==> src/rtl/tdm_ser_pkg.sv <==
package tdm_ser_pkg;

  // Framing style; the value is the port encoding of cfgFormat.
  typedef enum logic [1:0] {
    FMT_STD       = 2'd0,
    FMT_LEFT      = 2'd1,
    FMT_PCM_SHORT = 2'd2,
    FMT_PCM_LONG  = 2'd3
  } fmt_e;

  // Strobes from the frame control to the datapath.
  typedef struct packed {
    logic shift;      // bit strobe, running or idle
    logic emit;       // bit strobe while a frame runs
    logic slotStart;  // first bit period of a slot
    logic slotOn;     // current slot enabled by the mask
    logic firstSlot;  // current slot is slot 0
  } strobe_t;

endpackage

==> src/rtl/tdm_ser_ctrl.sv <==
module tdm_ser_ctrl
  import tdm_ser_pkg::*;
#(
  parameter int MAX_SLOTS = 8,
  parameter int MAX_WIDTH = 32
) (
  input  logic                               clk,
  input  logic                               rstN,
  input  logic                               bckEn,
  input  logic                               runEn,
  input  logic [$clog2(MAX_SLOTS+1)-1:0]     cfgSlots,
  input  logic [$clog2(MAX_WIDTH+1)-1:0]     cfgSlotWidth,
  input  logic [$clog2(MAX_WIDTH+1)-1:0]     cfgSampleWidth,
  input  logic [1:0]                         cfgFormat,
  input  logic [MAX_SLOTS-1:0]               cfgChanMask,
  input  logic                               cfgMono,
  input  logic                               cfgLsbFirst,
  output strobe_t                            strb,
  output logic [$clog2(MAX_WIDTH)-1:0]       bitIdx,
  output logic [$clog2(MAX_WIDTH+1)-1:0]     smpWidthQ,
  output fmt_e                               fmtQ,
  output logic                               monoQ,
  output logic                               lsbFirstQ,
  output logic                               wsOut,
  output logic                               running
);

  localparam int CNT_W  = $clog2(MAX_SLOTS + 1);
  localparam int SW_W   = $clog2(MAX_WIDTH + 1);
  localparam int BIT_W  = $clog2(MAX_WIDTH);
  localparam int SLOT_W = $clog2(MAX_SLOTS);
  localparam int POS_W  = $clog2(MAX_SLOTS * MAX_WIDTH + 1);

  // Latched frame configuration.
  logic [CNT_W-1:0]     slotsQ;
  logic [SW_W-1:0]      slotWidthQ;
  logic [MAX_SLOTS-1:0] maskQ;
  logic [POS_W-1:0]     frameBitsQ;
  logic [POS_W-1:0]     wsWidthQ;

  // Position inside the frame.
  logic                 runningQ;
  logic [BIT_W-1:0]     bitQ;
  logic [SLOT_W-1:0]    slotQ;
  logic [POS_W-1:0]     posQ;
  logic                 wsQ;

  logic [POS_W-1:0]     nextFrameBits;
  logic [POS_W-1:0]     nextWsWidth;
  logic                 lastBit;
  logic                 lastPos;
  logic                 openLvl;
  logic                 loadCfg;

  // Frame length and sync width for the configuration being offered.
  always_comb begin
    nextFrameBits = POS_W'(cfgSlots) * POS_W'(cfgSlotWidth);
    case (fmt_e'(cfgFormat))
      FMT_PCM_SHORT: nextWsWidth = POS_W'(1);
      FMT_PCM_LONG:  nextWsWidth = POS_W'(cfgSlotWidth);
      default:       nextWsWidth = nextFrameBits >> 1;
    endcase
  end

  assign lastBit = (SW_W'(bitQ) == slotWidthQ - SW_W'(1));
  assign lastPos = (posQ == frameBitsQ - POS_W'(1));
  assign openLvl = (slotsQ > CNT_W'(2));
  assign loadCfg = bckEn && runEn && (!runningQ || lastPos);

  always_ff @(posedge clk or negedge rstN) begin
    if (!rstN) begin
      slotsQ     <= CNT_W'(2);
      slotWidthQ <= SW_W'(MAX_WIDTH);
      smpWidthQ  <= SW_W'(MAX_WIDTH);
      fmtQ       <= FMT_STD;
      maskQ      <= '1;
      monoQ      <= 1'b0;
      lsbFirstQ  <= 1'b0;
      frameBitsQ <= POS_W'(2 * MAX_WIDTH);
      wsWidthQ   <= POS_W'(MAX_WIDTH);
    end else if (loadCfg) begin
      slotsQ     <= cfgSlots;
      slotWidthQ <= cfgSlotWidth;
      smpWidthQ  <= cfgSampleWidth;
      fmtQ       <= fmt_e'(cfgFormat);
      maskQ      <= cfgChanMask;
      monoQ      <= cfgMono;
      lsbFirstQ  <= cfgLsbFirst;
      frameBitsQ <= nextFrameBits;
      wsWidthQ   <= nextWsWidth;
    end
  end

  always_ff @(posedge clk or negedge rstN) begin
    if (!rstN) begin
      runningQ <= 1'b0;
      bitQ     <= '0;
      slotQ    <= '0;
      posQ     <= '0;
      wsQ      <= 1'b0;
    end else if (bckEn) begin
      if (runningQ) begin
        wsQ <= (posQ < wsWidthQ) ? openLvl : !openLvl;
        if (lastPos) begin
          bitQ  <= '0;
          slotQ <= '0;
          posQ  <= '0;
          if (!runEn) runningQ <= 1'b0;
        end else if (lastBit) begin
          bitQ  <= '0;
          slotQ <= slotQ + 1'b1;
          posQ  <= posQ + 1'b1;
        end else begin
          bitQ  <= bitQ + 1'b1;
          posQ  <= posQ + 1'b1;
        end
      end else begin
        wsQ <= openLvl;
        if (runEn) begin
          runningQ <= 1'b1;
          bitQ     <= '0;
          slotQ    <= '0;
          posQ     <= '0;
        end
      end
    end
  end

  always_comb begin
    strb.shift     = bckEn;
    strb.emit      = bckEn && runningQ;
    strb.slotStart = (bitQ == '0);
    strb.slotOn    = maskQ[slotQ];
    strb.firstSlot = (slotQ == '0);
  end

  assign bitIdx  = bitQ;
  assign wsOut   = wsQ;
  assign running = runningQ;

endmodule

==> src/rtl/tdm_ser_dp.sv <==
module tdm_ser_dp
  import tdm_ser_pkg::*;
#(
  parameter int MAX_WIDTH = 32
) (
  input  logic                           clk,
  input  logic                           rstN,
  input  strobe_t                        strb,
  input  logic [$clog2(MAX_WIDTH)-1:0]   bitIdx,
  input  logic [$clog2(MAX_WIDTH+1)-1:0] smpWidthQ,
  input  fmt_e                           fmtQ,
  input  logic                           monoQ,
  input  logic                           lsbFirstQ,
  input  logic [MAX_WIDTH-1:0]           fifoData,
  input  logic                           fifoEmpty,
  output logic                           fifoPop,
  output logic                           sdOut,
  output logic                           underflow
);

  localparam int SW_W = $clog2(MAX_WIDTH + 1);

  logic [MAX_WIDTH-1:0] wordQ;
  logic [MAX_WIDTH-1:0] monoWordQ;
  logic [MAX_WIDTH-1:0] newWord;
  logic [MAX_WIDTH-1:0] curWord;
  logic [SW_W-1:0]      idx;
  logic                 inSample;
  logic                 selBit;
  logic                 rawBit;
  logic                 needFifo;
  logic                 rawQ;
  logic                 dlyQ;
  logic                 selDlyQ;
  logic                 underflowQ;

  // A slot wants a new FIFO word when it is enabled and not a mono repeat.
  assign needFifo = strb.emit && strb.slotStart && strb.slotOn &&
                    (!monoQ || strb.firstSlot);
  assign fifoPop  = needFifo && !fifoEmpty;

  always_comb begin
    if (!strb.slotOn)                  newWord = '0;
    else if (monoQ && !strb.firstSlot) newWord = monoWordQ;
    else if (fifoEmpty)                newWord = '0;
    else                               newWord = fifoData;
  end

  assign curWord  = strb.slotStart ? newWord : wordQ;
  assign inSample = (SW_W'(bitIdx) < smpWidthQ);
  assign idx      = lsbFirstQ ? SW_W'(bitIdx)
                              : smpWidthQ - SW_W'(1) - SW_W'(bitIdx);

  // Indexed pick of the outgoing bit from the held word.
  always_comb begin
    selBit = 1'b0;
    for (int i = 0; i < MAX_WIDTH; i++) begin
      if (idx == SW_W'(i)) selBit = curWord[i];
    end
  end

  assign rawBit = inSample && selBit;

  always_ff @(posedge clk or negedge rstN) begin
    if (!rstN) begin
      wordQ      <= '0;
      monoWordQ  <= '0;
      rawQ       <= 1'b0;
      dlyQ       <= 1'b0;
      selDlyQ    <= 1'b0;
      underflowQ <= 1'b0;
    end else if (strb.shift) begin
      dlyQ <= rawQ;
      if (strb.emit) begin
        rawQ    <= rawBit;
        selDlyQ <= (fmtQ == FMT_STD);
        if (strb.slotStart) begin
          wordQ <= newWord;
          if (strb.firstSlot) monoWordQ <= newWord;
        end
        if (needFifo && fifoEmpty) underflowQ <= 1'b1;
      end else begin
        rawQ <= 1'b0;
      end
    end
  end

  assign sdOut     = selDlyQ ? dlyQ : rawQ;
  assign underflow = underflowQ;

endmodule

==> src/rtl/tdm_frame_serializer.sv <==
module tdm_frame_serializer
  import tdm_ser_pkg::*;
#(
  parameter int MAX_SLOTS = 8,
  parameter int MAX_WIDTH = 32
) (
  input  logic                           clk,
  input  logic                           rstN,
  input  logic                           bckEn,
  input  logic                           runEn,
  input  logic [$clog2(MAX_SLOTS+1)-1:0] cfgSlots,
  input  logic [$clog2(MAX_WIDTH+1)-1:0] cfgSlotWidth,
  input  logic [$clog2(MAX_WIDTH+1)-1:0] cfgSampleWidth,
  input  logic [1:0]                     cfgFormat,
  input  logic [MAX_SLOTS-1:0]           cfgChanMask,
  input  logic                           cfgMono,
  input  logic                           cfgLsbFirst,
  input  logic [MAX_WIDTH-1:0]           fifoData,
  input  logic                           fifoEmpty,
  output logic                           fifoPop,
  output logic                           wsOut,
  output logic                           sdOut,
  output logic                           underflow
);

  localparam int SW_W  = $clog2(MAX_WIDTH + 1);
  localparam int BIT_W = $clog2(MAX_WIDTH);

  strobe_t          strb;
  logic [BIT_W-1:0] bitIdx;
  logic [SW_W-1:0]  smpWidthQ;
  fmt_e             fmtQ;
  logic             monoQ;
  logic             lsbFirstQ;
  logic             frameRunning;

  tdm_ser_ctrl #(
    .MAX_SLOTS(MAX_SLOTS),
    .MAX_WIDTH(MAX_WIDTH)
  ) i_ctrl (
    .clk           (clk),
    .rstN          (rstN),
    .bckEn         (bckEn),
    .runEn         (runEn),
    .cfgSlots      (cfgSlots),
    .cfgSlotWidth  (cfgSlotWidth),
    .cfgSampleWidth(cfgSampleWidth),
    .cfgFormat     (cfgFormat),
    .cfgChanMask   (cfgChanMask),
    .cfgMono       (cfgMono),
    .cfgLsbFirst   (cfgLsbFirst),
    .strb          (strb),
    .bitIdx        (bitIdx),
    .smpWidthQ     (smpWidthQ),
    .fmtQ          (fmtQ),
    .monoQ         (monoQ),
    .lsbFirstQ     (lsbFirstQ),
    .wsOut         (wsOut),
    .running       (frameRunning)
  );

  tdm_ser_dp #(
    .MAX_WIDTH(MAX_WIDTH)
  ) i_dp (
    .clk       (clk),
    .rstN      (rstN),
    .strb      (strb),
    .bitIdx    (bitIdx),
    .smpWidthQ (smpWidthQ),
    .fmtQ      (fmtQ),
    .monoQ     (monoQ),
    .lsbFirstQ (lsbFirstQ),
    .fifoData  (fifoData),
    .fifoEmpty (fifoEmpty),
    .fifoPop   (fifoPop),
    .sdOut     (sdOut),
    .underflow (underflow)
  );

endmodule

==> config.mk <==
export PLATFORM = sky130hd
export DESIGN_NAME = tdm_frame_serializer
export DESIGN_NICKNAME = d
export VERILOG_FILES = /design/src/rtl/tdm_ser_pkg.sv /design/src/rtl/tdm_ser_ctrl.sv /design/src/rtl/tdm_ser_dp.sv /design/src/rtl/tdm_frame_serializer.sv
export SDC_FILE = /design/constraint.sdc
export NUM_CORES = 1
export LEC_CHECK = 0
export ABC_CLOCK_PERIOD_IN_PS = 7500
export BUFFER_PORTS_ARGS = -buffer_cell sky130_fd_sc_hd__buf_2
export CORE_MARGIN = 1.5
export CORE_UTILIZATION = 40
export DETAILED_ROUTE_END_ITERATION = 8
export PLACE_DENSITY = 0.56
export RECOVER_POWER = 50
export SYNTH_ARGS = -nofsm -noshare
export SYNTH_HDL_FRONTEND = slang
export SYNTH_SLANG_ARGS = --single-unit
export TNS_END_PERCENT = 1
==> constraint.sdc <==
create_clock -name clk -period 7.5 [get_ports clk]
set_clock_uncertainty 0.2 [all_clocks]
set_input_delay 0 -clock clk [delete_from_list [all_inputs] [get_ports clk]]
set_output_delay 0 -clock clk [all_outputs]
set_load 0.005 [all_outputs]
==> results of run 1 <==
[final cells by class]
cell class,count,area (um^2)
clock buffer,17,425
clock inverter,15,218
inverter,44,165
multi-input combinational,722,4770
sequential,132,3320
fill,1965,10300
timing repair buffer,133,952
tap,270,338
[metrics by stage]
step | area (um^2) | setup slack [ns]
final | 10200 | 3.17
after global routing | 10200 | 2.24
after CTS | 10200 | 3.89
after detailed placement | 9010 | 3.96
after global placement | 9010 | 3.93
after floorplan | 8450 | 4.44
[worst max-delay path: cells and delay by family]
kind | cells | cell delay (ns)
buffers and inverters | 3 | 3.79
[power groups by stage]
| stage | registers, uW | logic (uW) | clock network (uW) |
|---|---|---|---|
| global route | 1040 | 1690 | 963 |
| detailed placement | 1030 | 1460 | 0 |
| global placement | 1030 | 1470 | 0 |
| CTS | 1020 | 1500 | 930 |
| finish | 1020 | 1520 | 909 |
| floorplan | 951 | 1140 | 0 |
[per-layer routing]
metal	wire length, um	vias to the layer above	track usage, %
met5	0	-	0
met4	204	0	5.25
met3	814	15	3.22
met2	9810	163	32.8
met1	11400	3453	32.3
li1	-	3577	-
[cell usage after synthesis, types with 13 or more instances]
master and number:
a21o_1 13, a21oi_1 61, clkbuf_1 45, dfrtp_1 119
dfstp_2 13, ha_1 36, inv_1 44, mux2_2 39
mux2i_1 16, nand2_1 187, nand3_1 22, nor2_1 35
nor2b_1 25, o21ai_0 49, o21ai_1 22, o31ai_1 21
xnor2_1 17
[placed cells by master, fill, tap and decap left out, types with 15 or more instances in the layout]
master,instances
nand3_1,21
nand2_1,187
nor2_1,34
clkbuf_16,17
mux2i_1,15
o21ai_0,49
o31ai_1,21
ha_1,36
mux2_2,39
dfrtp_1,119
inv_1,44
nor2b_1,25
xnor2_1,17
a21oi_1,61
o21ai_1,22
dlygate4sd3_1,54
buf_2,65
[final timing paths]
check / endpoint / slack, ns / cells past startpoint
worst max register to register: i_ctrl.smpWidthQ[0] / 3.88 / 12
worst min register to register: i_dp.selDlyQ / 0.26 / 1
worst max-delay path: i_dp.wordQ[20] / 3.17 / 3
min in group asynchronous: i_ctrl.smpWidthQ[5] / 0.51 / 2
worst min-delay path: i_dp.wordQ[31] / 0.01 / 4
max in group clk: i_ctrl.smpWidthQ[0] / 3.88 / 12
[registers in the layout, indices dropped and copies added, names as in the netlist, 6 cells and up]
name               flops
i_dp.wordQ            32
i_dp.monoWordQ        32
i_ctrl.posQ            9
i_ctrl.slotWidthQ      6
i_ctrl.frameBitsQ      9
i_ctrl.wsWidthQ        8
i_ctrl.maskQ           8
i_ctrl.smpWidthQ       6
[timing repair]
action                    in CTS  in global routing
hold endpoints to repair     149                  0
gates resized for setup        0                  0
hold buffers                  55                  0
[cells by family (layout without fill, tap and decap cells)]
logic type	after synthesis	count (layout)	share of synthesized area, %
compound gates	236	236	17.6
fa+ha+maj	45	45	7.47
buf+inv	97	209	4.58
simple gates	361	361	20.7
xor+xnor	21	21	2.18
flops	132	132	39.3
mux	59	59	8.16
==> impl_metrics.ini, run 1 <==
[run_status]
status = finished, violations left
violations = capacitance limit, slew limit

[timing]
max_slew_margin_pct = -135
slew_viol_final = 122
setup_viol = 0
worstMarginPinSlew_ns = 3.53
hold_slack_ns = 0.0132
grt_setup_unrepaired = false
fin_crit_ns = 4.33
report.final.hold_viol_count = 0
period_share_pct = 57.7
finalSetupTns_ns = 0
fmax_mhz = 231

[global_routing]
grt_max_degree = 66
grt_pass1_vias = 7089
grt_pass1_wl_um = 37600
grt.overflow.total = 0
antenna_found_initial = 0
gr-usage-all-layers_pct = 21.6

[clock_tree]
clk_pin_slew_ns = 0.06
clockBufferDepth = 2
post_cts_buffers = 0
cts_tree = done
cts_made_buffers = 17
htreeDepth = 4
clk_latency_ns = 0.43
cts-root-buf = clkbuf_16
cts_sinks = 132

[routing]
wl_per_cell_um = 16.7
drcViolationCount = 0
num_vias = 7208
detail-route-antenna-nets = 0
initialDrtViolationCount = 408
routed_wl_um = 22300
first_pass_iters = 5
viasPerCell = 5.41

[placement]
place_congestion = 0.936
portBuffers = 68
dp.cells = 1246
dp_hpwl_um = 15200

[critical_path]
cp-end-kind = async pin
worstPathRequired_ns = 7.02
path_common_cell = clkbuf_1
crit_chain = dlygate4sd3_1, clkbuf_1, clkbuf_1
worstPathArrival_ns = 3.85
max_stage_delay_ns = 2.54
crit_path_start_kind = input pin
cpMaxStageDelayCell = clkbuf_1
startpoint = rstN
worstPathMaxFanout = 65
path_class = in2async
rr_startpoint = i_ctrl.frameBitsQ[0]

[floorplan]
pin_count = 69
dieWidth_um = 148
die_h_um = 148
dieArea_um2 = 22000
core_area_um2 = 20500
rows = 52
initial_utilization_pct = 41.2

[final_layout]
utilization_pct = 49.7
synthToLayoutAreaGrowth_pct = 20.6
nNetsFinal = 1160
drive_gt1_share_pct = 16.9
diodes = 0
final_cells = 1333

[power_and_ir_drop]
intPower_uw = 2000
pwr-share-clk_pct = 26.4
seqPwrFrac_pct = 29.5
power_uw = 3440
power_density_nw_per_um2 = 338
p_sw_uw = 1440
max-vdd-ir-drop_v = 0.000193
p_sw_share_pct = 41.9
share_comb_of_total_power_pct = 44.1
p_leak_uw = 0.00452

[synth]
syn_nets = 1061
yosysSeqAreaShare_pct = 39.3
synthArstFlopShare_pct = 100
synth.distinct_cells = 69
synth.area.top_cells = dfrtp_1 35%, nand2_1 8.3%, ha_1 5.3%
yosysTopAreaCellShare_pct = 35.3
syn_avg_cell_area_um2 = 8.88
ys.flop_type = dfrtp_1
yosys_warnings = 0
syn_inst = 951
syn-cell-area_um2 = 8450
yosysTopAreaCell = dfrtp_1
synth-seq-cells = 132
synth_edf_count = 0

[worst_hold_path]
hold_class = in2reg
min_from = fifoData[31]

[job]
maxCapViolCount = 2
Power figures use the tool's default switching activity.
==> run 2: changes to the inputs <==
- ABC_CLOCK_PERIOD_IN_PS: 7500 -> 3700
- PLACE_DENSITY: 0.56 -> 0.58
- clock period: 7.5 -> 3.7 ns (I/O delays scaled with it)
==> impl_metrics.ini, run 2 (synthesis gave the netlist of run 1 again) <==
[timing]
report.final.hold_viol_count = 0
setup_viol = 0
worstMarginPinSlew_ns = 2.54
fmax_mhz = 288
fin_crit_ns = 3.47
finalSetupTns_ns = 0
max_slew_margin_pct = -69.6
grt_setup_unrepaired = false
slew_viol_final = 99
period_share_pct = 93.7

[critical_path]
crit_path_start_kind = flip-flop
worstReg2RegEnd = i_ctrl.smpWidthQ[0]
r2r_setup_slack_ns = 0.23
worstPathMaxFanout = 12
worstPathArrival_ns = 3.57
reg2regPathDepth = 12
rr_startpoint = i_ctrl.frameBitsQ[0]
cp-end-kind = flip-flop
worstPathRequired_ns = 3.80
path_class = reg2reg

[run_status]
violations = capacitance limit, slew limit
status = finished, violations left

[final_layout]
nNetsFinal = 1178
final_common_cell = nand2_1
reg.largest.list = i_dp.monoWordQ: 32 flops, i_dp.wordQ: 32 flops
utilization_pct = 50.3
final_cell_mix = 187 x nand2_1, 119 x dfrtp_1, 67 x buf_2
diodes = 0
final_cells = 1351
fillers = 1998
synthToLayoutAreaGrowth_pct = 22.0
drive_gt1_share_pct = 19.0

[power_and_ir_drop]
power_density_nw_per_um2 = 678
p_leak_uw = 0.00461
max-vdd-ir-drop_v = 0.000390

[global_routing]
grt.overflow.total = 0
grt_pass1_vias = 7056
grt_max_degree = 99
gr-usage-all-layers_pct = 21.3
grt_pass1_wl_um = 37000
antenna_found_initial = 0

[clock_tree]
clockBufferDepth = 2
post_cts_buffers = 0
cts_sinks = 132
clk_pin_slew_ns = 0.07
cts_made_buffers = 17
clk_latency_ns = 0.43
cts_tree = done
cts-root-buf = clkbuf_16
htreeDepth = 4

[routing]
initialDrtViolationCount = 422
wl_per_cell_um = 16.4
num_vias = 7370
detail-route-antenna-nets = 0
drcViolationCount = 0
viasPerCell = 5.46
first_pass_iters = 6
routed_wl_um = 22200

[placement]
dp_hpwl_um = 15600
place_congestion = 0.943
dp.cells = 1265
portBuffers = 68

[worst_hold_path]
holdPathEnd = i_dp.wordQ[25]
hold_class = in2reg
min_from = fifoData[25]
whs_path_depth = 5

[floorplan]
dieWidth_um = 148
core_area_um2 = 20500
rows = 52
pin_count = 69
dieArea_um2 = 22000
die_h_um = 148
initial_utilization_pct = 41.2

[job]
maxCapViolCount = 1
run 2: how the worst max path moves through the flow:
stage                               startpoint                  end  slack, ns  cells past startpoint
after floorplan           i_ctrl.frameBitsQ[0]     i_ctrl.bitIdx[3]       0.64                     13
after global placement        i_ctrl.bitIdx[1]            i_dp.rawQ       0.28                     11
after detailed placement      i_ctrl.bitIdx[1]            i_dp.rawQ       0.24                     11
after CTS                 i_ctrl.frameBitsQ[0]  i_ctrl.smpWidthQ[0]       0.07                     12
after global routing      i_ctrl.frameBitsQ[0]     i_ctrl.lsbFirstQ      0.004                     12
final                     i_ctrl.frameBitsQ[0]  i_ctrl.smpWidthQ[0]       0.23                     12
run 2: what timing repair did:
action	CTS	global route
hold endpoints to repair	183	0
hold buffers	54	0
setup endpoints to repair	0	4
resized for setup	0	3
run 2: final cells by class:
type | count | area (um^2) | area share [%]
clock inverter | 14 | 139 | 1.35
tap | 270 | 338 | 3.28
timing repair buffer | 151 | 1130 | 11.0
inverter | 44 | 165 | 1.60
sequential | 132 | 3320 | 32.2
clock buffer | 18 | 439 | 4.26
multi-input combinational | 722 | 4780 | 46.3
run 2: per-stage QoR:
step	total power (uW)	hold WS [ns]	setup WS, ns	area [um^2]
4_1_cts	7000	0.0163	0.0655	10300
6_report	6990	0.0199	0.234	10300
3_5_place_dp	5240	-0.0249	0.238	9190
2_1_floorplan	4240	-0.496	0.636	8450
5_1_grt	7490	0.0573	0.00394	10300
3_3_place_gp	5230	-0.0217	0.284	9190
run 2: worst max-delay path, stage by stage (launching register included):
cell           delay (ns)
dfrtp_1              0.41
inv_1                0.09
ha_1                 0.18
or4b_4               0.47
or3_1                0.31
a21oi_1              0.15
a311oi_1             0.07
o221a_2              0.32
nand2b_4             0.19
and3_4               0.26
nand2_1              0.09
nand2_1              0.05
dlygate4sd3_1        0.55
run 2: power by group:
group	internal, uW	total (uW)	switching (uW)
registers	1720	2010	290
clock network	962	1670	710
logic	1320	3310	1990
run 2: per-layer routing:
metal / track usage [%] / share of wire, %
met2: 32.9 / 45
met5: 0 / 0
met4: 4.46 / 0.79
met3: 4.05 / 4.5
met1: 31.0 / 50
